==> config.mk <==
export PLATFORM = sky130hd
export DESIGN_NAME = seg_load_seq
export DESIGN_NICKNAME = d
export VERILOG_FILES = /design/src/rtl/seg_load_pkg.sv /design/src/rtl/seg_load_addr.sv /design/src/rtl/seg_load_place.sv /design/src/rtl/seg_load_fbuf.sv /design/src/rtl/seg_load_seq.sv
export SDC_FILE = /design/constraint.sdc
export NUM_CORES = 2
export LEC_CHECK = 0
export ABC_AREA = 1
export BUFFER_PORTS_ARGS = -buffer_cell sky130_fd_sc_hd__buf_2
export CAP_MARGIN = 25
export CELL_PAD_IN_SITES_DETAIL_PLACEMENT = 0
export CELL_PAD_IN_SITES_GLOBAL_PLACEMENT = 1
export CORE_ASPECT_RATIO = 2
export CORE_UTILIZATION = 46
export CTS_CLUSTER_SIZE = 12
export DETAILED_ROUTE_END_ITERATION = 8
export PLACE_DENSITY = 0.88
export SETUP_SLACK_MARGIN = 0.02
export SLEW_MARGIN = 20
export SYNTH_ARGS = -nofsm -noshare
export SYNTH_HDL_FRONTEND = slang
export SYNTH_HIERARCHICAL = 1
export SYNTH_SLANG_ARGS = --single-unit
==> constraint.sdc <==
create_clock -name clk -period 7.6 [get_ports clk]
set_clock_uncertainty 0.05 [all_clocks]
set_input_delay 0.38 -clock clk [delete_from_list [all_inputs] [get_ports clk]]
set_output_delay 0.38 -clock clk [all_outputs]
set_load 0.01 [all_outputs]
==> src/rtl/seg_load_pkg.sv <==
package seg_load_pkg;

    localparam int FLD_MAX = 8;
    localparam int FLD_W   = 3;
    localparam int WORD_W  = 64;

    typedef enum logic [2:0] {
        S_IDLE,
        S_SCAN,
        S_REQ,
        S_WAIT,
        S_COMMIT
    } seq_state_e;

    typedef enum logic [1:0] {
        FIN_CLEAN,
        FIN_TRUNC,
        FIN_TRAP_MOVE,
        FIN_TRAP_KEEP
    } finish_e;

    typedef struct packed {
        logic [4:0] dst;
        logic [1:0] eew;
        logic [3:0] grp;
        logic [3:0] nf;
        logic       masked;
        logic       trunc;
    } shape_t;

    // Bytes of one whole segment in memory.
    function automatic logic [6:0] seg_bytes(input logic [3:0] nf, input logic [1:0] eew);
        return 7'({3'b000, nf} << eew);
    endfunction

    // Keeps the low element bytes of a returned word.
    function automatic logic [WORD_W-1:0] width_mask(input logic [1:0] eew);
        logic [WORD_W-1:0] m;
        for (int k = 0; k < WORD_W / 8; k++) begin
            m[k*8 +: 8] = (k < (1 << eew)) ? 8'hFF : 8'h00;
        end
        return m;
    endfunction

    // Outcome of a faulting read.
    function automatic finish_e fault_outcome(input logic trunc, input logic idx_nonzero,
                                              input logic past_first);
        if (trunc && idx_nonzero) begin
            return FIN_TRUNC;
        end else if (past_first) begin
            return FIN_TRAP_MOVE;
        end
        return FIN_TRAP_KEEP;
    endfunction

endpackage

==> src/rtl/seg_load_addr.sv <==
module seg_load_addr
    import seg_load_pkg::*;
#(
    parameter int ADDR_W = 32,
    parameter int IDX_W  = 8
) (
    input  logic [ADDR_W-1:0] base,
    input  logic [IDX_W-1:0]  idx,
    input  logic [FLD_W-1:0]  fld,
    input  logic [3:0]        nf,
    input  logic [1:0]        eew,
    output logic [ADDR_W-1:0] addr
);
    logic [ADDR_W-1:0] seg_off;
    logic [ADDR_W-1:0] fld_off;

    assign seg_off = ADDR_W'(idx) * ADDR_W'(seg_bytes(nf, eew));
    assign fld_off = ADDR_W'(fld) << eew;
    assign addr    = base + seg_off + fld_off;
endmodule

==> src/rtl/seg_load_place.sv <==
module seg_load_place
    import seg_load_pkg::*;
#(
    parameter int VLENB = 16,
    parameter int IDX_W = 8
) (
    input  logic [4:0]               dst,
    input  logic [3:0]               grp,
    input  logic [FLD_W-1:0]         fld,
    input  logic [1:0]               eew,
    input  logic [IDX_W-1:0]         idx,
    output logic [4:0]               rnum,
    output logic [$clog2(VLENB)-1:0] boff
);
    localparam int LOG_VB = $clog2(VLENB);
    localparam int OFF_W  = LOG_VB;

    logic [3:0]       sh;
    logic [IDX_W-1:0] reg_in_grp;
    logic [IDX_W-1:0] slot;
    logic [6:0]       grp_base;

    // Elements per register is 2^sh.
    assign sh         = 4'(LOG_VB) - {2'b00, eew};
    assign reg_in_grp = idx >> sh;
    assign slot       = idx & ((IDX_W'(1) << sh) - IDX_W'(1));
    assign grp_base   = 7'({4'b0000, fld} * {3'b000, grp});
    assign rnum       = dst + 5'(grp_base) + 5'(reg_in_grp);
    assign boff       = OFF_W'(slot << eew);
endmodule

==> src/rtl/seg_load_fbuf.sv <==
module seg_load_fbuf
    import seg_load_pkg::*;
#(
    parameter int DEPTH = FLD_MAX,
    parameter int W     = WORD_W
) (
    input  logic                     clk,
    input  logic                     rst,
    input  logic                     wr_en,
    input  logic [$clog2(DEPTH)-1:0] wr_idx,
    input  logic [W-1:0]             wr_data,
    input  logic [$clog2(DEPTH)-1:0] rd_idx,
    output logic [W-1:0]             rd_data
);
    localparam int IW = $clog2(DEPTH);

    logic [DEPTH-1:0][W-1:0] view;

    generate
        for (genvar g = 0; g < DEPTH; g++) begin : g_slot
            logic [W-1:0] q;
            always_ff @(posedge clk) begin
                if (rst) begin
                    q <= '0;
                end else if (wr_en && wr_idx == IW'(g)) begin
                    q <= wr_data;
                end
            end
            assign view[g] = q;
        end
    endgenerate

    assign rd_data = view[rd_idx];
endmodule

==> src/rtl/seg_load_seq.sv <==
module seg_load_seq
    import seg_load_pkg::*;
#(
    parameter int VLENB  = 16,
    parameter int ADDR_W = 32,
    localparam int VLEN     = VLENB * 8,
    localparam int LOG_VLEN = $clog2(VLEN),
    localparam int IDX_W    = LOG_VLEN + 1,
    localparam int OFF_W    = $clog2(VLENB)
) (
    input  logic              clk,
    input  logic              rst,
    input  logic              start,
    input  logic [4:0]        cfg_dst,
    input  logic [1:0]        cfg_eew,
    input  logic [3:0]        cfg_grp,
    input  logic [3:0]        cfg_nf,
    input  logic              cfg_masked,
    input  logic              cfg_trunc,
    input  logic [ADDR_W-1:0] cfg_base,
    input  logic [IDX_W-1:0]  cfg_len,
    input  logic [IDX_W-1:0]  cfg_first,
    input  logic [VLEN-1:0]   mask_bits,
    output logic              mem_req,
    output logic [ADDR_W-1:0] mem_addr,
    output logic [1:0]        mem_eew,
    input  logic              mem_rsp_valid,
    input  logic [63:0]       mem_rsp_data,
    input  logic              mem_rsp_err,
    output logic              rf_we,
    output logic [4:0]        rf_reg,
    output logic [OFF_W-1:0]  rf_off,
    output logic [1:0]        rf_eew,
    output logic [63:0]       rf_wdata,
    output logic              done,
    output logic              err,
    output logic [IDX_W-1:0]  len_out,
    output logic [IDX_W-1:0]  first_out,
    output logic              dirty
);
    seq_state_e        state_q;
    shape_t            shape_q;
    logic [ADDR_W-1:0] base_q;
    logic [IDX_W-1:0]  len_q;
    logic [IDX_W-1:0]  first_q;
    logic [IDX_W-1:0]  idx_q;
    logic [FLD_W-1:0]  fld_q;
    logic [VLEN-1:0]   mask_q;

    logic              done_q;
    logic              err_q;
    logic              dirty_q;
    logic [IDX_W-1:0]  len_out_q;
    logic [IDX_W-1:0]  first_out_q;

    logic              last_fld;
    logic              elem_live;
    logic              at_end;
    logic              rsp_take;
    logic              finish_now;
    finish_e           fin_kind;
    logic [63:0]       buf_rd;

    assign last_fld  = ({1'b0, fld_q} == (shape_q.nf - 4'd1));
    assign elem_live = !shape_q.masked || mask_q[idx_q[LOG_VLEN-1:0]];
    assign at_end    = (idx_q >= len_q);
    assign rsp_take  = (state_q == S_WAIT) && mem_rsp_valid;

    always_comb begin
        finish_now = 1'b0;
        fin_kind   = FIN_CLEAN;
        if (state_q == S_SCAN && at_end) begin
            finish_now = 1'b1;
        end else if (rsp_take && mem_rsp_err) begin
            finish_now = 1'b1;
            fin_kind   = fault_outcome(shape_q.trunc, idx_q != '0, idx_q > first_q);
        end
    end

    // Element walk and field sequencing.
    always_ff @(posedge clk) begin
        if (rst) begin
            state_q <= S_IDLE;
            shape_q <= '0;
            base_q  <= '0;
            len_q   <= '0;
            first_q <= '0;
            idx_q   <= '0;
            fld_q   <= '0;
            mask_q  <= '0;
        end else begin
            case (state_q)
                S_IDLE: begin
                    if (start) begin
                        shape_q <= '{dst: cfg_dst, eew: cfg_eew, grp: cfg_grp, nf: cfg_nf,
                                     masked: cfg_masked, trunc: cfg_trunc};
                        base_q  <= cfg_base;
                        len_q   <= cfg_len;
                        first_q <= cfg_first;
                        idx_q   <= cfg_first;
                        mask_q  <= mask_bits;
                        state_q <= S_SCAN;
                    end
                end
                S_SCAN: begin
                    if (at_end) begin
                        state_q <= S_IDLE;
                    end else if (!elem_live) begin
                        idx_q <= idx_q + IDX_W'(1);
                    end else begin
                        fld_q   <= '0;
                        state_q <= S_REQ;
                    end
                end
                S_REQ: begin
                    state_q <= S_WAIT;
                end
                S_WAIT: begin
                    if (mem_rsp_valid) begin
                        if (mem_rsp_err) begin
                            state_q <= S_IDLE;
                        end else if (last_fld) begin
                            fld_q   <= '0;
                            state_q <= S_COMMIT;
                        end else begin
                            fld_q   <= fld_q + FLD_W'(1);
                            state_q <= S_REQ;
                        end
                    end
                end
                S_COMMIT: begin
                    if (last_fld) begin
                        idx_q   <= idx_q + IDX_W'(1);
                        state_q <= S_SCAN;
                    end else begin
                        fld_q <= fld_q + FLD_W'(1);
                    end
                end
                default: state_q <= S_IDLE;
            endcase
        end
    end

    // Outcome registers, held until the next finish.
    always_ff @(posedge clk) begin
        if (rst) begin
            done_q      <= 1'b0;
            err_q       <= 1'b0;
            dirty_q     <= 1'b0;
            len_out_q   <= '0;
            first_out_q <= '0;
        end else begin
            done_q <= finish_now;
            if (finish_now) begin
                case (fin_kind)
                    FIN_CLEAN: begin
                        err_q       <= 1'b0;
                        dirty_q     <= 1'b1;
                        len_out_q   <= len_q;
                        first_out_q <= '0;
                    end
                    FIN_TRUNC: begin
                        err_q       <= 1'b0;
                        dirty_q     <= 1'b1;
                        len_out_q   <= idx_q;
                        first_out_q <= '0;
                    end
                    FIN_TRAP_MOVE: begin
                        err_q       <= 1'b1;
                        dirty_q     <= 1'b1;
                        len_out_q   <= len_q;
                        first_out_q <= idx_q;
                    end
                    default: begin
                        err_q       <= 1'b1;
                        dirty_q     <= 1'b0;
                        len_out_q   <= len_q;
                        first_out_q <= first_q;
                    end
                endcase
            end
        end
    end

    seg_load_addr #(
        .ADDR_W(ADDR_W),
        .IDX_W (IDX_W)
    ) u_addr (
        .base(base_q),
        .idx (idx_q),
        .fld (fld_q),
        .nf  (shape_q.nf),
        .eew (shape_q.eew),
        .addr(mem_addr)
    );

    seg_load_place #(
        .VLENB(VLENB),
        .IDX_W(IDX_W)
    ) u_place (
        .dst (shape_q.dst),
        .grp (shape_q.grp),
        .fld (fld_q),
        .eew (shape_q.eew),
        .idx (idx_q),
        .rnum(rf_reg),
        .boff(rf_off)
    );

    seg_load_fbuf #(
        .DEPTH(FLD_MAX),
        .W    (WORD_W)
    ) u_fbuf (
        .clk    (clk),
        .rst    (rst),
        .wr_en  (rsp_take && !mem_rsp_err),
        .wr_idx (fld_q),
        .wr_data(mem_rsp_data & width_mask(shape_q.eew)),
        .rd_idx (fld_q),
        .rd_data(buf_rd)
    );

    assign mem_req   = (state_q == S_REQ);
    assign mem_eew   = shape_q.eew;
    assign rf_we     = (state_q == S_COMMIT);
    assign rf_eew    = shape_q.eew;
    assign rf_wdata  = buf_rd;
    assign done      = done_q;
    assign err       = err_q;
    assign dirty     = dirty_q;
    assign len_out   = len_out_q;
    assign first_out = first_out_q;
endmodule

==> run_results.csv <==
group,metric,value,unit
setup_path,path_max_fanout,22,
setup_path,cp_top_family,"adder cells",
timing,timing.final.crit_share,0.889,
grt,grt_max_degree,160,
setup_path,worstPathRequired,7.17,ns
timing,min_period,6.76,ns
routing,viasPerCell,5.04,
final_layout,design_area,45800,um2
grt,grt_pass1_vias,37127,
grt,antenna_found_initial,24,
power,switching_power,5750,uW
min_path,hold_class,"in -> reg",
routing,wirelength,134000,um
setup_path,crit_buf_inv,8,
clock_tree,cts_made_buffers,73,
power,worst_ir_drop_vdd,0.234,mV
routing,via_count,39175,
setup_path,end_kind,"output pin",
synth,synth_area_per_cell,6.38,um2
setup_path,slowest_stage,"o21ai_1",
timing,hold_ws,0.0332,ns
place,dpl.hpwl,81100,um
setup_path,slowest_delay,0.60,ns
setup_path,arrival,6.33,ns
outcome,status,"finished clean",
power,p_sw_frac,0.422,
place,gp_congestion,0.971,
final_layout,layoutNonFillerInstCount,7766,
clock_tree,clkTransAtPathRegs,0.06,ns
routing,first_pass_iters,6,
setup_path,critical_path_class,"reg -> out",
final_layout,final.fill_count,8815,
place,io_buffers,391,
place,post_dp_cell_area,41600,um2
floorplanning,die_h,418,um
routing,wire_per_inst,17.3,um
final_layout,syn2layout_area_growth,15.1,%
synth,async_flop_share,0,
floorplanning,core,85800,um2
floorplanning,num_rows,152,
final_layout,drive_above_1_share,0.0925,
routing,postRouteAntennaNets,0,
synth,synth-seq-cells,738,
final_layout,final_common_cell,"nand2_1",
grt,grt_first_pass_wirelength,207000,um
synth,ys_seq_area_frac,0.372,
final_layout,nets,6959,
synth,syn_inst,6230,
timing,finalSetupViolations,0,
final_layout,mostFrequentLayoutCells,"nand2_1 (1297), nor2_1 (1194), inv_1 (972)",
timing,hold_viol,0,
floorplanning,io_pins,392,
synth,ys.flop_type,"dfxtp_1",
power,p_comb_frac,0.419,
clock_tree,insertion_delay,0.66,ns
timing,tightest_slew,1.10,ns
job,max_cap_viol_count,0,
clock_tree,h-tree-depth,3,
routing,drc,0,
timing,slew-limit-headroom,0.266,
timing,rsz0062_at_grt,"false",
synth,synthDistinctLibCells,42,
power,seqPwrFrac,0.328,
place,dp_cells,7457,
power,cellPowerDensity,298,nW/um2
clock_tree,cts_tree,"yes",
clock_tree,clkSinkCount,738,
timing,slew_violations,0,
synth,syn_area,39700,um2
timing,fin_setup_tns,0,ns
clock_tree,clock-root-buffer,"clkbuf_16",
power,p_leak,0.0213,uW
synth,yosys_warnings,6,
grt,grt_usage,0.302,
power,power.total,13600,uW
floorplanning,die_area,87700,um2
power,p_int,7880,uW
power,clkPwrFrac,0.253,
clock_tree,cts_resized,0,
clock_tree,cts_buffer_depth,3,
floorplanning,die_w,210,um
timing,max_freq,148,MHz
setup_path,worstPathCellList,"buf_4 > inv_1 > nand2_1 > inv_1 > o21ai_1 > nor2_1 > fa_1 > inv_1 > fa_1 > inv_1 > fa_1 > inv_1 > fa_1 > inv_1 > ha_1 > nand2_1 > nand3_1 > nand3_1 > nand3_1 > nand2_1 > nand2_1 > nand2_1 > nand2_1 > buf_2",
synth,synth_nets,6618,
setup_path,crit_path_start_kind,"flop",
routing,drt_iter0_markers,2742,
synth,synth-edff-count,0,
grt,overflow,0,
floorplanning,initial_core_util,0.463,
-- synth_stat cells, types with 2 or more instances --
cell,instances,area (um2)
inv_2,17,63.8
nand3_2,7,70.1
nand2_2,20,125
o21ai_0,652,3260
o21a_1,2,15.0
xnor2_1,5,43.8
buf_6,48,541
o21ai_1,110,551
inv_1,973,3650
nor3_2,5,50.1
nor2_4,3,33.8
clkbuf_1,156,586
clkinv_1,3,11.3
a31oi_1,2,12.5
nor2_1,1194,4480
xor2_1,16,140
buf_4,34,255
o211ai_1,9,67.6
buf_1,23,86.3
a21oi_1,237,1190
dfxtp_1,738,14800
ha_1,69,863
nand4_1,11,68.8
buf_2,78,390
mux2i_1,5,50.1
clkbuf_2,35,175
nand3b_1,3,22.5
nand2_1,1299,4880
nor3_1,9,45.0
nand3_1,385,1930
o22ai_1,9,56.3
nor2_2,7,43.8
fa_1,57,1140
-- path summary, 6_finish.rpt --
kind	end	start	slack, ns	depth (start not counted)
setup / recovery	mem_addr[31]	mem_eew[0]	0.84	24
hold / removal	mask_q[31]	mask_bits[31]	0.03	3
setup reg to reg	u_fbuf/g_slot[4].q[36]	fld_q[1]	3.44	8
hold reg to reg	mask_q[22]	mask_q[22]	0.39	2
-- registers in the layout (all words and copies together) (netlist names), 8 cells and up --
register         cells
u_fbuf/g_slot.q    512
mask_q             128
base_q              32
shape_q             15
first_out            8
first_q              8
idx_q                8
len_out              8
len_q                8
-- metrics by stage --
step	setup slack, ns	utilization
3_3_place_gp	1.63	0.485
6_report	0.845	0.534
3_5_place_dp	1.61	0.485
4_1_cts	0.874	0.532
5_1_grt	0.549	0.533
2_1_floorplan	2.64	-
-- worst min-delay path: stages --
cell and delay, ns:
buf_2 0.09, o21ai_0 0.11, a21oi_1 0.12
-- timing repair --
item	4_1_cts	5_1_grt
setup endpoints to repair	0	0
endpoints found under the hold margin	194	0
hold buffers	191	0
buffers inserted	0	0
-- cell families (layout without fill, tap and decap cells) --
logic type	after synthesis	after routing	synth area share
flip-flops	738	738	0.372
AND/OR/NAND/NOR	2946	2946	0.296
adder cells (fa/ha/maj)	126	126	0.0504
other	0	14	0
buffers and inverters	1367	1734	0.145
XOR/XNOR	21	21	0.00463
multiplexers	5	5	0.00126
AO/OA/AOI/OAI	1027	1027	0.131
-- cell type report --
class	instances	area [um2]	share of cell area
clock inverter	5	66.3	0.00145
clock buffer	96	2050	0.0447
inverter	993	3750	0.0819
tap	1155	1450	0.0316
sequential	738	14800	0.323
timing repair buffer	640	4400	0.0961
antenna	14	35.0	0.000765
multi-input combinational	4125	19200	0.420
-- layer usage --
| layer | GRT usage | vias up | share of wire |
|---|---|---|---|
| met1 | 0.341 | 18015 | 0.39 |
| met3 | 0.0616 | 285 | 0.066 |
| met5 | 0 | - | 0.00098 |
| li1 | - | 19705 | - |
| met4 | 0.133 | 20 | 0.042 |
| met2 | 0.545 | 1150 | 0.50 |
-- power groups by stage --
| stage | clock network, uW | registers (uW) | logic, uW |
|---|---|---|---|
| detailed placement | 0 | 4560 | 5580 |
| global route | 3680 | 4510 | 6380 |
| finish | 3450 | 4470 | 5710 |
| CTS | 3530 | 4470 | 5700 |
| floorplan | 0 | 4450 | 3860 |
| global placement | 0 | 4550 | 5530 |
No activity file was read; power rests on OpenSTA's default activity.
